**src/rtl/trc_pkg.sv**
```systemverilog
package trc_pkg;
    // Policy applied when an enabled step starts from an illegal ring pattern
    typedef enum logic {
        FIX_NONE    = 1'b0,
        FIX_TO_ZERO = 1'b1
    } trc_fix_e;

    localparam int unsigned TRC_MIN_WIDTH = 2;
endpackage

```
**src/rtl/trc_legal.sv**
```systemverilog
module trc_legal #(
    parameter int unsigned WIDTH = 4
) (
    input  logic [WIDTH-1:0] ring_i,
    output logic             legal_o
);
    localparam int unsigned NEDGE = WIDTH - 1;

    logic [NEDGE-1:0] edge_w;

    // One flag per pair of neighbouring bits that differ
    for (genvar i = 0; i < NEDGE; i++) begin : g_edge
        assign edge_w[i] = ring_i[i] ^ ring_i[i+1];
    end

    assign legal_o = ($countones(edge_w) <= 1);
endmodule

```
**src/rtl/trc_decode.sv**
```systemverilog
module trc_decode #(
    parameter int unsigned WIDTH = 4
) (
    input  logic [WIDTH-1:0]   ring_i,
    output logic [2*WIDTH-1:0] phase_o
);
    // Empty ring and full ring are told apart by the two end bits
    assign phase_o[0]     = ~ring_i[WIDTH-1] & ~ring_i[0];
    assign phase_o[WIDTH] =  ring_i[WIDTH-1] &  ring_i[0];

    // Filling phase k: the 1/0 boundary sits between bits WIDTH-k and WIDTH-1-k
    // Emptying phase WIDTH+k: the 0/1 boundary sits at the same spot
    for (genvar k = 1; k < WIDTH; k++) begin : g_term
        assign phase_o[k]       =  ring_i[WIDTH-k] & ~ring_i[WIDTH-1-k];
        assign phase_o[WIDTH+k] = ~ring_i[WIDTH-k] &  ring_i[WIDTH-1-k];
    end
endmodule

```
**src/rtl/twisted_ring_counter.sv**
```systemverilog
module twisted_ring_counter
    import trc_pkg::*;
#(
    parameter int unsigned WIDTH = 4,
    parameter trc_fix_e    FIX   = FIX_TO_ZERO
) (
    input  logic               clk_i,
    input  logic               rst_i,
    input  logic               en_i,
    output logic [WIDTH-1:0]   ring_o,
    output logic [2*WIDTH-1:0] phase_o
);
    localparam int unsigned NPHASE = 2 * WIDTH;

    typedef struct packed {
        logic [WIDTH-1:0] ring;
    } trc_state_t;

    trc_state_t state_d, state_q;
    logic       legal_w;

    trc_legal #(.WIDTH(WIDTH)) u_legal (
        .ring_i  (state_q.ring),
        .legal_o (legal_w)
    );

    trc_decode #(.WIDTH(WIDTH)) u_decode (
        .ring_i  (state_q.ring),
        .phase_o (phase_o)
    );

    always_comb begin
        state_d = state_q;
        if (en_i) begin
            if (FIX == FIX_TO_ZERO && !legal_w) begin
                state_d.ring = '0;
            end else begin
                state_d.ring = {~state_q.ring[0], state_q.ring[WIDTH-1:1]};
            end
        end
    end

    always_ff @(posedge clk_i) begin
        if (rst_i) begin
            state_q <= '0;
        end else begin
            state_q <= state_d;
        end
    end

    assign ring_o = state_q.ring;

    logic [$clog2(NPHASE+1)-1:0] unused_w;
    assign unused_w = NPHASE[$clog2(NPHASE+1)-1:0];
endmodule

```
**config.mk**
```make
export PLATFORM = sky130hd
export DESIGN_NAME = twisted_ring_counter
export DESIGN_NICKNAME = d
export VERILOG_FILES = /design/src/rtl/trc_pkg.sv /design/src/rtl/trc_legal.sv /design/src/rtl/trc_decode.sv /design/src/rtl/twisted_ring_counter.sv
export SDC_FILE = /design/constraint.sdc
export NUM_CORES = 1
export LEC_CHECK = 0
export ABC_AREA = 1
export BUFFER_PORTS_ARGS = -buffer_cell sky130_fd_sc_hd__buf_2
export CAP_MARGIN = 10
export CORE_AREA = 2 2 39 41
export DETAILED_ROUTE_END_ITERATION = 10
export DIE_AREA = 0 0 41 43
export SYNTH_ARGS = -nofsm -noshare
export SYNTH_HDL_FRONTEND = slang
export SYNTH_SLANG_ARGS = --single-unit
```
**constraint.sdc**
```tcl
create_clock -name clk_i -period 2.1 [get_ports clk_i]
set_input_delay 0.105 -clock clk_i [delete_from_list [all_inputs] [get_ports clk_i]]
set_output_delay 0.105 -clock clk_i [all_outputs]
set_load 0.005 [all_outputs]
```
==> metrics.csv <==
stage,metric,value,unit
place,post-DP HPWL,476,um
cts,CTS buffer count,3,
place,area of placed instances,367,um^2
synth,Post-Synth Adder-Cell Area,31.7,%
critical_path,critical path capture point type,flop,
routing,Top Metal Used,met3,
sta,RSZ-0062 raised after global routing,no,
routing,met3 WL,49,um
synth,Yosys cell types,8,
final_layout,fillers,158,
final_layout,"commonest non-fill, non-tap cell in the layout",buf_2,
final_layout,"commonest non-fill, non-tap cells in the layout","buf_2, inv_1, ha_1",
routing,Metal-1 WL,234,um
sta,Slew headroom,85.8,%
outcome,status,completed,
routing,via count,291,
critical_path,Setup crit start kind,flop,
synth,post-synthesis sequential area ratio,29.0,%
critical_path,critical path class,reg -> reg,
cts,CTS tree,done,
cts,clock sink count,4,
global_route,GRT overflow,0,
final_layout,area of the multi-input gates,159,um^2
worst_hold_path,hold crit path type,in -> reg,
global_route,vias in the first global route,265,
floorplanning,Die W,41,um
floorplanning,I/O pin count,15,
critical_path,WP buf/inv,2,
power,peak supply drop,132,uV
place,routability cong.,0.615,
cts,Clock Path Buffers,2,
floorplanning,row cnt,14,
power,Leak,0.237,nW
sta,Setup TNS Final,0,ns
floorplanning,Initial Util,20.0,%
synth,Post-Synthesis Cell Area,277,um^2
synth,combinational family with the most area after synthesis,adder cells,
sta,Max Fclk,666,MHz
global_route,gr usage total,8.94,%
cts,worst skew pair latency,0.23,ns
routing,Via-to-Cell Ratio,4.22,
synth,Post-Synth XOR/XNOR Area,0,%
place,Port Buffers,14,
synth,Synth Area in Simple Gates,11.3,%
sta,Max Slew Vio Count,0,
final_layout,Synth-to-Final Area Change,40.7,%
floorplanning,Core ar.,1380,um^2
synth,Synth Area in Compound Gates,14.5,%
global_route,antenna violations before repair,0,
final_layout,Diodes inserted,0,
synth,Post-Syn Instances,36,
routing,WL/cell,8.54,um
final_layout,layout cell share with drive strength beyond 1,32.1,%
power,Power per Cell Area,636,nW/um^2
cts,CTS Root Cell,clkbuf_4,
global_route,first-pass GRT wire length,1020,um
critical_path,crit-path leading delay family,adder cells,
sta,Final Hold Vio Count,0,
final_layout,"Design Area, Final",389,um^2
flow_run,max_cap viols,0,
final_layout,max reg flops,4,
critical_path,"critical path, cell by cell",inv_1 > ha_1 > inv_1 > ha_1 > nand2_1 > nand3_1 > a21oi_1,
routing,WL met2,306,um
sta,Worst Clk Skew,0.00520,ns
cts,clk slew on worst S/H paths,0.04,ns
critical_path,Worst path slowest cell,dfxtp_1,
sta,worst slew pin tran,0.212,ns
critical_path,CP max stage delay,0.40,ns
final_layout,Seq. cell area,80.1,um^2
critical_path,"critical path fanouts, max",6,
synth,mux share of post-synthesis cell area,0,%
place,Place WS,0.604,ns
routing,Detail Route Antenna Nets,0,
critical_path,CP Data Arrival Time,1.66,ns
synth,synthesis-stage register bit count,4,
synth,Ys Warns,0,
cts,post-CTS setup buffers,0,
floorplanning,Die H,43,um
sta,Setup-failing EPs final,0,
routing,"wirelength, routed",589,um
routing,initial DRC count,1,
routing,Initial DRT Pass Iterations,2,
sta,Final min period,1.50,ns
routing,DRC,0,
synth,Post-Syn Nets,46,
floorplanning,die area,1760,um^2
global_route,largest net degree at the start of global routing,9,
final_layout,layout net count,65,
cts,hold-fix buffers at CTS,0,
cts,CTS resizes,0,
sta,final worst setup slack,0.598,ns
cts,H-Tree Depth,1,
synth,Avg Synthesized Cell Area,7.68,um^2
critical_path,critical path data required time,2.26,ns
sta,period utilisation layout,71.5,%
## worst paths after layout
path | start | to | slack, ns | cells past startpoint
max | ring_o[0] | ring_o[3] | 0.60 | 7
min | en_i | ring_o[0] | 0.14 | 2
min reg2reg | ring_o[1] | ring_o[0] | 0.55 | 2
max reg2reg | ring_o[0] | ring_o[3] | 0.60 | 7
## cell families (layout without fill, tap and decap cells)
kind of cell,Yosys count,after routing
buf+inv,10,27
compound gates,8,8
fa+ha+maj,7,7
simple gates,7,7
flops,4,4
## worst reg2reg max path: cells and delay by family (launching register included)
family | cells | cell delay [ns]
and+or+nand+nor | 2 | 0.21
DFF | 1 | 0.40
AOI/OAI and AO/OA | 1 | 0.14
buffers and inverters | 2 | 0.12
adders and majority gates | 2 | 0.56
## report_power, final
part	switching [mW]	total (mW)	internal, mW
clock network	0.0310	0.0949	0.0639
logic	0.0317	0.0600	0.0283
registers	0.00971	0.0924	0.0827
total	0.0724	0.247	0.175
## routing by layer
layer / vias up / global-route usage [%]
met5: - / 0
met4: 0 / 6.00
met3: 0 / 4.71
met2: 10 / 14.1
met1: 132 / 8.36
li1: 149 / -
## synth_stat cells, drive strengths merged
cell type | instances | area share, %
inv | 10 | 14
ha | 7 | 32
nand3 | 4 | 7.2
a21oi | 4 | 7.2
o21ai | 4 | 7.2
nand2 | 2 | 2.7
dfxtp | 4 | 29
nor2 | 1 | 1.4
## area by class of cell
type                    count  share of cell area [%]
multi-input cells          22                    40.8
flip-flops and latches      4                    20.6
repair buffers             14                    18.0
inverters                  10                    9.65
clock buffers               3                    5.79
well taps                  16                    5.14
## stage by stage
| step | power [mW] | util (%) | std cells | hold WS [ns] |
|---|---|---|---|---|
| 2_1_floorplan | 0.128 | - | 36 | 0.198 |
| 3_3_place_gp | 0.153 | 26.5 | 66 | 0.372 |
| 3_5_place_dp | 0.156 | 26.5 | 66 | 0.370 |
| 4_1_cts | 0.253 | 28.1 | 69 | 0.126 |
| 5_1_grt | 0.278 | 28.1 | 69 | 0.141 |
| 6_report | 0.247 | 28.1 | 69 | 0.138 |
(Power assumes the default switching activity.)
